<file path="config.mk">
export PLATFORM = sky130hd
export DESIGN_NAME = pci_term_top
export DESIGN_NICKNAME = d
export VERILOG_FILES = /design/src/rtl/pci_term_pkg.sv /design/src/rtl/pci_term_dp.sv /design/src/rtl/pci_term_ctrl.sv /design/src/rtl/pci_term_top.sv
export SDC_FILE = /design/constraint.sdc
export NUM_CORES = 1
export LEC_CHECK = 0
export BUFFER_PORTS_ARGS = -buffer_cell sky130_fd_sc_hd__buf_2
export CORE_MARGIN = 3
export CORE_UTILIZATION = 55
export DETAILED_ROUTE_END_ITERATION = 7
export GPL_ROUTABILITY_DRIVEN = 0
export PLACE_DENSITY = 0.78
export SLEW_MARGIN = 10
export SYNTH_ARGS = -nofsm -noshare
export SYNTH_HDL_FRONTEND = slang
export SYNTH_SLANG_ARGS = --single-unit
</file>
<file path="constraint.sdc">
create_clock -name clk -period 3.2 [get_ports clk]
set_input_delay 0.32 -clock clk [delete_from_list [all_inputs] [get_ports clk]]
set_output_delay 0.32 -clock clk [all_outputs]
set_load 0.05 [all_outputs]
</file>
<file path="src/rtl/pci_term_pkg.sv">
`timescale 1ns/1ps
package pci_term_pkg;

  typedef enum logic [1:0] {
    ST_IDLE,
    ST_DATA,
    ST_TERM
  } tgtState_t;

  typedef enum logic [1:0] {
    MODE_LINEAR,
    MODE_WRAP,
    MODE_RESERVED
  } burstMode_t;

  // strobes from control to datapath
  typedef struct packed {
    logic latch;    // capture address-phase attributes
    logic clrWait;  // restart the wait window
    logic incWait;  // one more clock without a beat offered
    logic advBeat;  // a beat completed, move to the next
  } dpStrobe_t;

endpackage

</file>
<file path="src/rtl/pci_term_dp.sv">
`timescale 1ns/1ps
module pci_term_dp
  import pci_term_pkg::*;
#(
  parameter int LINE_BEATS  = 8,
  parameter int FIRST_LIMIT = 16,
  parameter int LATER_LIMIT = 8,
  localparam int POS_W = $clog2(LINE_BEATS)
) (
  input  logic             clk,
  input  logic             rstN,
  input  dpStrobe_t        strobe,
  input  logic             isWrite,
  input  logic [1:0]       adLow,
  input  logic [POS_W-1:0] lineOffset,
  input  logic             localHit,
  input  logic             romHit,
  input  logic             exclusiveAcc,
  input  logic             copybackBusy,
  input  logic             wrBufFull,
  input  logic             devLocked,
  input  logic             cfgWrBusy,
  input  logic             regBusy,
  output logic             claim,
  output logic             abortReq,
  output logic             retryReq,
  output logic             lastCur,
  output logic             lastNext,
  output logic             waitExpired
);

  localparam int CNT_W  = POS_W + 1;
  localparam int MAXLIM = (FIRST_LIMIT > LATER_LIMIT) ? FIRST_LIMIT : LATER_LIMIT;
  localparam int WAIT_W = $clog2(MAXLIM) + 1;
  localparam logic [WAIT_W-1:0] FIRST_MAX = WAIT_W'(FIRST_LIMIT - 1);
  localparam logic [WAIT_W-1:0] LATER_MAX = WAIT_W'(LATER_LIMIT - 1);
  localparam logic [POS_W-1:0]  LAST_POS  = POS_W'(LINE_BEATS - 1);
  localparam logic [CNT_W-1:0]  LAST_CNT  = CNT_W'(LINE_BEATS - 1);

  burstMode_t         modeQ;
  logic               writeQ;
  logic [POS_W-1:0]   startPos;
  logic [CNT_W-1:0]   beatCnt;
  logic [WAIT_W-1:0]  waitCnt;
  burstMode_t         modeIn;

  always_comb begin
    case (adLow)
      2'b00:   modeIn = MODE_LINEAR;
      2'b10:   modeIn = MODE_WRAP;
      default: modeIn = MODE_RESERVED;
    endcase
  end

  // address-phase decisions
  assign claim    = localHit || romHit;
  assign abortReq = romHit && isWrite;
  assign retryReq = copybackBusy || cfgWrBusy || regBusy
                 || (localHit && isWrite && wrBufFull)
                 || (localHit && devLocked && !exclusiveAcc);

  always_ff @(posedge clk or negedge rstN) begin
    if (!rstN) begin
      modeQ    <= MODE_LINEAR;
      writeQ   <= 1'b0;
      startPos <= '0;
      beatCnt  <= '0;
      waitCnt  <= '0;
    end else begin
      if (strobe.latch) begin
        modeQ    <= modeIn;
        writeQ   <= isWrite;
        startPos <= lineOffset;
        beatCnt  <= '0;
      end else if (strobe.advBeat) begin
        beatCnt <= beatCnt + 1'b1;
      end
      if (strobe.clrWait)      waitCnt <= '0;
      else if (strobe.incWait) waitCnt <= waitCnt + 1'b1;
    end
  end

  function automatic logic lineEndAt(input logic [CNT_W-1:0] cnt);
    logic [POS_W-1:0] pos;
    pos = startPos + cnt[POS_W-1:0];
    case (modeQ)
      MODE_LINEAR: lineEndAt = (pos == LAST_POS);
      MODE_WRAP:   lineEndAt = writeQ || (cnt == LAST_CNT);
      default:     lineEndAt = 1'b1;
    endcase
  endfunction

  assign lastCur     = lineEndAt(beatCnt);
  assign lastNext    = lineEndAt(beatCnt + 1'b1);
  assign waitExpired = (beatCnt == '0) ? (waitCnt == FIRST_MAX) : (waitCnt == LATER_MAX);

  // the beat index never runs past the end of one line
  a_r7_beat_in_line: assert property (@(posedge clk) disable iff (!rstN)
    beatCnt <= LAST_CNT);

  // the wait counter never passes the wider of the two windows
  a_r5_wait_bounded: assert property (@(posedge clk) disable iff (!rstN)
    waitCnt <= FIRST_MAX || waitCnt <= LATER_MAX);

endmodule

</file>
<file path="src/rtl/pci_term_ctrl.sv">
`timescale 1ns/1ps
module pci_term_ctrl
  import pci_term_pkg::*;
(
  input  logic      clk,
  input  logic      rstN,
  input  logic      frameN,
  input  logic      irdyN,
  input  logic      dataReady,
  input  logic      claim,
  input  logic      abortReq,
  input  logic      retryReq,
  input  logic      lastCur,
  input  logic      lastNext,
  input  logic      waitExpired,
  output dpStrobe_t strobe,
  output logic      trdyN,
  output logic      stopN,
  output logic      devselN
);

  tgtState_t state, stNext;
  logic trdyQ, stopQ, devQ;
  logic trdyD, stopD, devD;
  logic beatDone;

  assign beatDone = trdyQ && !irdyN;

  always_comb begin
    stNext = state;
    trdyD  = trdyQ;
    stopD  = stopQ;
    devD   = devQ;
    strobe = '0;
    case (state)
      ST_IDLE: begin
        if (!frameN && claim) begin
          strobe.latch   = 1'b1;
          strobe.clrWait = 1'b1;
          trdyD = 1'b0;
          devD  = !abortReq;
          stopD = abortReq || retryReq;
          stNext = (abortReq || retryReq) ? ST_TERM : ST_DATA;
        end
      end
      ST_DATA: begin
        if (beatDone) begin
          strobe.clrWait = 1'b1;
          if (frameN) begin
            stNext = ST_IDLE;
            trdyD = 1'b0; stopD = 1'b0; devD = 1'b0;
          end else if (stopQ) begin
            stNext = ST_TERM;
            trdyD  = 1'b0;
          end else begin
            strobe.advBeat = 1'b1;
            trdyD = dataReady;
            stopD = dataReady && lastNext;
          end
        end else if (!trdyQ) begin
          if (dataReady) begin
            trdyD = 1'b1;
            stopD = lastCur;
            strobe.clrWait = 1'b1;
          end else if (waitExpired) begin
            stopD  = 1'b1;
            stNext = ST_TERM;
          end else begin
            strobe.incWait = 1'b1;
          end
        end
      end
      default: begin
        if (frameN) begin
          stNext = ST_IDLE;
          trdyD = 1'b0; stopD = 1'b0; devD = 1'b0;
        end
      end
    endcase
  end

  always_ff @(posedge clk or negedge rstN) begin
    if (!rstN) begin
      state <= ST_IDLE;
      trdyQ <= 1'b0;
      stopQ <= 1'b0;
      devQ  <= 1'b0;
    end else begin
      state <= stNext;
      trdyQ <= trdyD;
      stopQ <= stopD;
      devQ  <= devD;
    end
  end

  assign trdyN   = !trdyQ;
  assign stopN   = !stopQ;
  assign devselN = !devQ;

  // an abort (STOP without DEVSEL) never offers data
  a_r2_abort_no_trdy: assert property (@(posedge clk) disable iff (!rstN)
    (!stopN && devselN) |-> trdyN);

  // a completed STOP beat with FRAME still low drops TRDY next clock
  a_r11_trdy_drops: assert property (@(posedge clk) disable iff (!rstN)
    (!stopN && !trdyN && !irdyN && !frameN) |=> (trdyN && !stopN));

  // STOP is held while FRAME is asserted
  a_r12_stop_held: assert property (@(posedge clk) disable iff (!rstN)
    (!stopN && !frameN) |=> !stopN);

  // once FRAME is seen high under STOP, everything is released
  a_r12_release: assert property (@(posedge clk) disable iff (!rstN)
    (!stopN && frameN && (trdyN || !irdyN)) |=> (stopN && trdyN && devselN));

endmodule

</file>
<file path="src/rtl/pci_term_top.sv">
`timescale 1ns/1ps
module pci_term_top
  import pci_term_pkg::*;
#(
  parameter int LINE_BYTES  = 32,
  parameter int FIRST_LIMIT = 16,
  parameter int LATER_LIMIT = 8,
  localparam int LINE_BEATS = LINE_BYTES / 4,
  localparam int POS_W      = $clog2(LINE_BEATS)
) (
  input  logic             clk,
  input  logic             rstN,
  input  logic             frameN,
  input  logic             irdyN,
  input  logic             isWrite,
  input  logic [1:0]       adLow,
  input  logic [POS_W-1:0] lineOffset,
  input  logic             localHit,
  input  logic             romHit,
  input  logic             exclusiveAcc,
  input  logic             copybackBusy,
  input  logic             wrBufFull,
  input  logic             devLocked,
  input  logic             cfgWrBusy,
  input  logic             regBusy,
  input  logic             dataReady,
  output logic             trdyN,
  output logic             stopN,
  output logic             devselN
);

  dpStrobe_t strobe;
  logic claim, abortReq, retryReq, lastCur, lastNext, waitExpired;

  pci_term_dp #(
    .LINE_BEATS (LINE_BEATS),
    .FIRST_LIMIT(FIRST_LIMIT),
    .LATER_LIMIT(LATER_LIMIT)
  ) uDp (
    .clk(clk), .rstN(rstN), .strobe(strobe),
    .isWrite(isWrite), .adLow(adLow), .lineOffset(lineOffset),
    .localHit(localHit), .romHit(romHit), .exclusiveAcc(exclusiveAcc),
    .copybackBusy(copybackBusy), .wrBufFull(wrBufFull), .devLocked(devLocked),
    .cfgWrBusy(cfgWrBusy), .regBusy(regBusy),
    .claim(claim), .abortReq(abortReq), .retryReq(retryReq),
    .lastCur(lastCur), .lastNext(lastNext), .waitExpired(waitExpired)
  );

  pci_term_ctrl uCtrl (
    .clk(clk), .rstN(rstN), .frameN(frameN), .irdyN(irdyN),
    .dataReady(dataReady), .claim(claim), .abortReq(abortReq),
    .retryReq(retryReq), .lastCur(lastCur), .lastNext(lastNext),
    .waitExpired(waitExpired), .strobe(strobe),
    .trdyN(trdyN), .stopN(stopN), .devselN(devselN)
  );

endmodule

</file>
======== Yosys cells after proc, flatten, opt, wreduce, memory -nomap -nowiden ========
Index checks and enable logic that the tools add are counted.
word-level totals
  register bits after elaboration ......... 20
operators by class
  eq/ne operators ......................... 16
  reduce and logical (&&, ||, !) cells .... 34
  mux-type cells .......................... 50
  add/subtract/negate cells ............... 4
operator list
  operator             count
  $mux 1               26
  $mux 2               12
  $pmux 1 s2           6
  $mux 5               2
  $eq 4x3->1 const B   2
  $logic_and 1x1->1    8
  $logic_or 1x1->1     8
  $mux 4               2
  $pmux 2 s2           2
  $logic_not 1->1      7
  $add 3x3->3          2
  $eq 3x3->1 const B   2
  $logic_not 2->1      3
  $reduce_and 6->1     1
  $add 5x1->5 const B  1
  $eq 5x3->1 const B   1
  $eq 5x4->1 const B   1
  $add 4x1->4 const B  1
  $eq 2x1->1 const B   2
  $logic_not 4->1      1
  $ne 2x1->1 const B   2
  $ne 4x2->1 const B   1
  $ne 4x3->1 const B   1
  $reduce_and 2->1     2
  other kinds (7)      8

======== Logic depth before layout (Yosys ltp) ========
  depth in word-level cells ............... 9
  mapped depth ............................ 9

======== Cells and area by module ========
Synthesis repeated with hierarchy kept, for this count alone.
second synthesis, totals
  cell total of the unflattened synthesis .. 139
  area total of the unflattened synthesis .. 1412.6 um2
by module, submodules not included
  module         seq. area each (um2)  instances  area an instance (um2)  cells an instance
  pci_term_dp    375.4                 1          963.4                   92
  pci_term_ctrl  125.1                 1          449.2                   47

======== Worst setup path after synthesis ========
No wires, ideal clock.
  path kind ............................... register -> register
  start point ............................. register uDp.beatCnt[0]
  end point ............................... register uCtrl.stopQ
  arrival time ............................ 1.896 ns
  stages on the path, launching flop included .. 10
  setup slack ............................. 1.226 ns
  setup time .............................. 0.078 ns
  buffers on the path ..................... 0
  required time ........................... 3.122 ns
  cells stage by stage .................... dfrtp_1 > inv_1 > ha_1 > inv_1 > fa_1 > xnor2_1 > xnor2_1 > o41ai_1 > o211ai_1 > a21boi_1
between the ends
  cells in the longest elaborated chain, start to end .. 9
  elaborated cells between the ends (all ways) .. 22
  classes of those cells .................. add/sub (3); eq/ne (5); mux (9); reduce/logical (5)
ends and longest elaborated chain
  item                                                   RTL line                              text
  from (decl)                                            pci_term_dp.sv:43                     logic [CNT_W-1:0] beatCnt;
  from (signal assigned)                                 pci_term_dp.sv:76                     beatCnt <= beatCnt + 1'b1;
  $add 4x1->4                                            pci_term_dp.sv:94                     assign lastNext = lineEndAt(beatCnt + 1'b1);
  $add 3x3->3 / $eq 4x3->1 (equally long branches)       pci_term_dp.sv:85, pci_term_dp.sv:88
  $eq 3x3->1 / $logic_or 1x1->1 (equally long branches)  pci_term_dp.sv:87, pci_term_dp.sv:88
  $pmux 1 s2                                             pci_term_dp.sv:86                     case (modeQ)
  $logic_and 1x1->1                                      pci_term_ctrl.sv:58                   stopD = dataReady && lastNext;
  $mux 1                                                 pci_term_ctrl.sv:52                   end else if (stopQ) begin
  $mux 1                                                 pci_term_ctrl.sv:49                   if (frameN) begin
  $mux 1                                                 pci_term_ctrl.sv:47                   if (beatDone) begin
  $pmux 1 s2                                             pci_term_ctrl.sv:35                   case (state)
  to (signal assigned)                                   pci_term_ctrl.sv:91                   stopQ <= stopD;
  to (decl)                                              pci_term_ctrl.sv:23                   logic trdyQ, stopQ, devQ;
Parallel ways exist; a longest one is shown, timed or not. The select of a mux whose other input is x is not followed.
A chain may end at the register's enable or synchronous reset.

======== Final worst setup path ========
Ends and elaborated chain as after synthesis.

==> flow_summary.json <==
{
  "grt_usage": 0.198,
  "dp_hpwl_um": 2220,
  "yosysWarnings": 0,
  "wirelength_met1_um": 1250,
  "period_share": 0.693,
  "skew_ps": 4.62,
  "reg2reg_from": "uDp.beatCnt[0]",
  "num_rows": 17,
  "drc": 0,
  "wirelength_um": 2830,
  "worstHoldStart": "lineOffset[1]",
  "n_antenna_cell": 0,
  "status": "finished, final reports clean",
  "synth_flop_cell": "dfrtp_1",
  "ys_ff_latch": 20,
  "cts_made_buffers": 3,
  "syn_inst": 150,
  "arrival_ps": 2460,
  "powerDensity_nw_per_um2": 574,
  "cts_buffer_depth": 2,
  "synth_edf_count": 0,
  "holdWs_ps": 215,
  "path_max_fanout": 8,
  "crit_path_end_kind": "register",
  "leakagePower_nw": 0.702,
  "fillers": 199,
  "mostFrequentLayoutCells": "21 x buf_2, 20 x dfrtp_1, 15 x nor2_1",
  "syn_area_per_cell_um2": 9.21,
  "antenna_found_initial": 0,
  "crit_path_start_kind": "register",
  "grt_pass1_vias": 1095,
  "setup_viol": 0,
  "cp.depth": 9,
  "irDropWorstVdd_mv": 0.482,
  "final_common_cell": "buf_2",
  "first_pass_iters": 4,
  "whs_path_depth": 3,
  "min-delay-path-class": "in -> reg",
  "wl_met2_um": 1350,
  "max_cap_violations": 0,
  "critPathBufInv": 2,
  "rrSetupSlack_ps": 980,
  "die_h_um": 56.1,
  "cts_sinks": 20,
  "drive_above_1_share": 0.220,
  "ant_nets": 0,
  "synth_cell_types": 47,
  "crit_path_top_delay_cell": "dfrtp_1",
  "max_slew_margin": 0.643,
  "critPathKind": "reg -> reg",
  "period_needed_ps": 2220,
  "clk_latency_ps": 310,
  "post_cts_resized": 0,
  "required_ps": 3440,
  "netlist_area_um2": 1380,
  "htreeDepth": 1,
  "initial_core_util": 0.601,
  "slew_viol_final": 0,
  "syn_nets": 177,
  "path_clk_slew_ps": 110,
  "critPathMaxStageDelay_ps": 470,
  "min_to": "uDp.startPos[1]",
  "tns_ps": 0,
  "critPathTopFamily": "adder cells",
  "final-hold-violation-count": 0,
  "io_pins": 22,
  "synth-async-reset-ratio": 1.00,
  "grt_max_degree": 21,
  "grt_pass1_wl_um": 5000,
  "worstRegToRegCells": 9,
  "nets": 201,
  "seq_area_frac_synth": 0.362,
  "r2r_end": "uCtrl.stopQ",
  "dieArea_um2": 3150,
  "wl_met3_um": 185,
  "clockRootBuffer": "clkbuf_4",
  "drtIter0Drc": 28,
  "die_x_um": 56.1,
  "syn_to_final_growth_pct": 12.0,
  "fmax_mhz": 451,
  "crit_path_cell_trace": "inv_1 > ha_1 > inv_1 > fa_1 > xnor2_1 > xnor2_1 > o41ai_1 > o211ai_1 > a21boi_1",
  "cts_tree": "done",
  "vias_per_cell": 5.77,
  "coreArea_um2": 2300,
  "port_buffers": 21,
  "overflow": 0,
  "rsz0062_at_grt": "no",
  "route.top_layer_used": "met4",
  "num_vias": 1159,
  "tightestPinTransition_ps": 530,
  "wire_per_inst_um": 14.1
}
==> cell families (layout without fill, tap and decap cells) <==
family	after synthesis	count (layout)	synth area share
compound gates	41	41	0.188
xor+xnor	8	8	0.0661
fa+ha+maj	8	8	0.0833
buf+inv	16	39	0.0498
flops	20	20	0.362
mux	6	6	0.0480
simple gates	51	51	0.202
==> timing repair <==
item	4_1_cts	5_1_grt
hold endpoints to repair	20	0
buffers inserted	0	0
hold buffers	1	0
==> final cells by class <==
cell class              count  area [µm²]  area share
clock buffers               4        36.3      0.0234
inverters                  13        48.8      0.0315
multi-input cells         114         812       0.525
flip-flops and latches     20         500       0.323
well taps                  28        35.0      0.0226
repair buffers             22         115      0.0744
==> metal layers <==
metal	vias to the layer above	GRT usage
li1	576	-
met1	542	0.261
met2	36	0.331
met3	5	0.0348
met4	0	0.0610
met5	-	0
==> power by group <==
group          internal, mW  total (mW)  switching (mW)
logic                 0.157       0.366           0.209
registers             0.314       0.373          0.0587
clock network        0.0695       0.150          0.0802
total                 0.540       0.888           0.348
==> Yosys cell counts (2+ instances only) <==
cell type	number	share of area
nand2_1	7	0.019
and2_1	2	0.0091
nand3b_1	3	0.016
nor2b_1	3	0.014
o31ai_1	2	0.011
and3_1	3	0.014
xor2_1	4	0.025
xnor2_1	2	0.013
ha_1	6	0.054
fa_1	2	0.029
a21oi_1	7	0.025
nor3_1	2	0.0072
nor2_1	15	0.041
nand2b_1	4	0.018
o211ai_1	3	0.016
inv_1	13	0.035
o21ai_0	14	0.051
dfrtp_1	20	0.36
nand3_1	3	0.011
mux2_2	5	0.041
a31oi_1	2	0.0091
nor4_1	3	0.014
==> metrics by stage <==
| step | cell area [µm²] | power, mW | setup slack [ps] | util | instances |
|---|---|---|---|---|---|
| finish | 1550 | 0.888 | 981 | 0.674 | 201 |
| global route | 1550 | 0.958 | 810 | 0.674 | 201 |
| floorplan | 1380 | 0.650 | 1230 | - | 150 |
| detailed placement | 1500 | 0.742 | 1020 | 0.654 | 196 |
| global placement | 1500 | 0.731 | 1130 | 0.654 | 196 |
| CTS | 1550 | 0.893 | 982 | 0.674 | 201 |
==> registers in the layout (all words and copies together), names as in the netlist <==
register	cells
uDp.waitCnt	5
uDp.writeQ	1
uCtrl.state	2
uCtrl.trdyQ	1
uDp.beatCnt	4
uCtrl.devQ	1
uDp.startPos	3
uDp.modeQ	2
uCtrl.stopQ	1
==> tightest hold or removal path: cells and delay by family <==
family          cells  cell delay, ps
buf+inv             1              70
compound gates      1              60
simple gates        1              30
==> how the worst max path moves through the flow <==
stage	startpoint	to	slack (ps)
3_5_place_dp	uDp.beatCnt[0]	uCtrl.stopQ	1020
4_1_cts	uDp.beatCnt[0]	uCtrl.stopQ	980
6_report	uDp.beatCnt[0]	uCtrl.stopQ	980
3_3_place_gp	uDp.beatCnt[0]	uCtrl.stopQ	1130
2_1_floorplan	uDp.beatCnt[0]	uCtrl.stopQ	1230
5_1_grt	uDp.beatCnt[0]	uCtrl.stopQ	810
No activity file was read; power rests on OpenSTA's default activity.
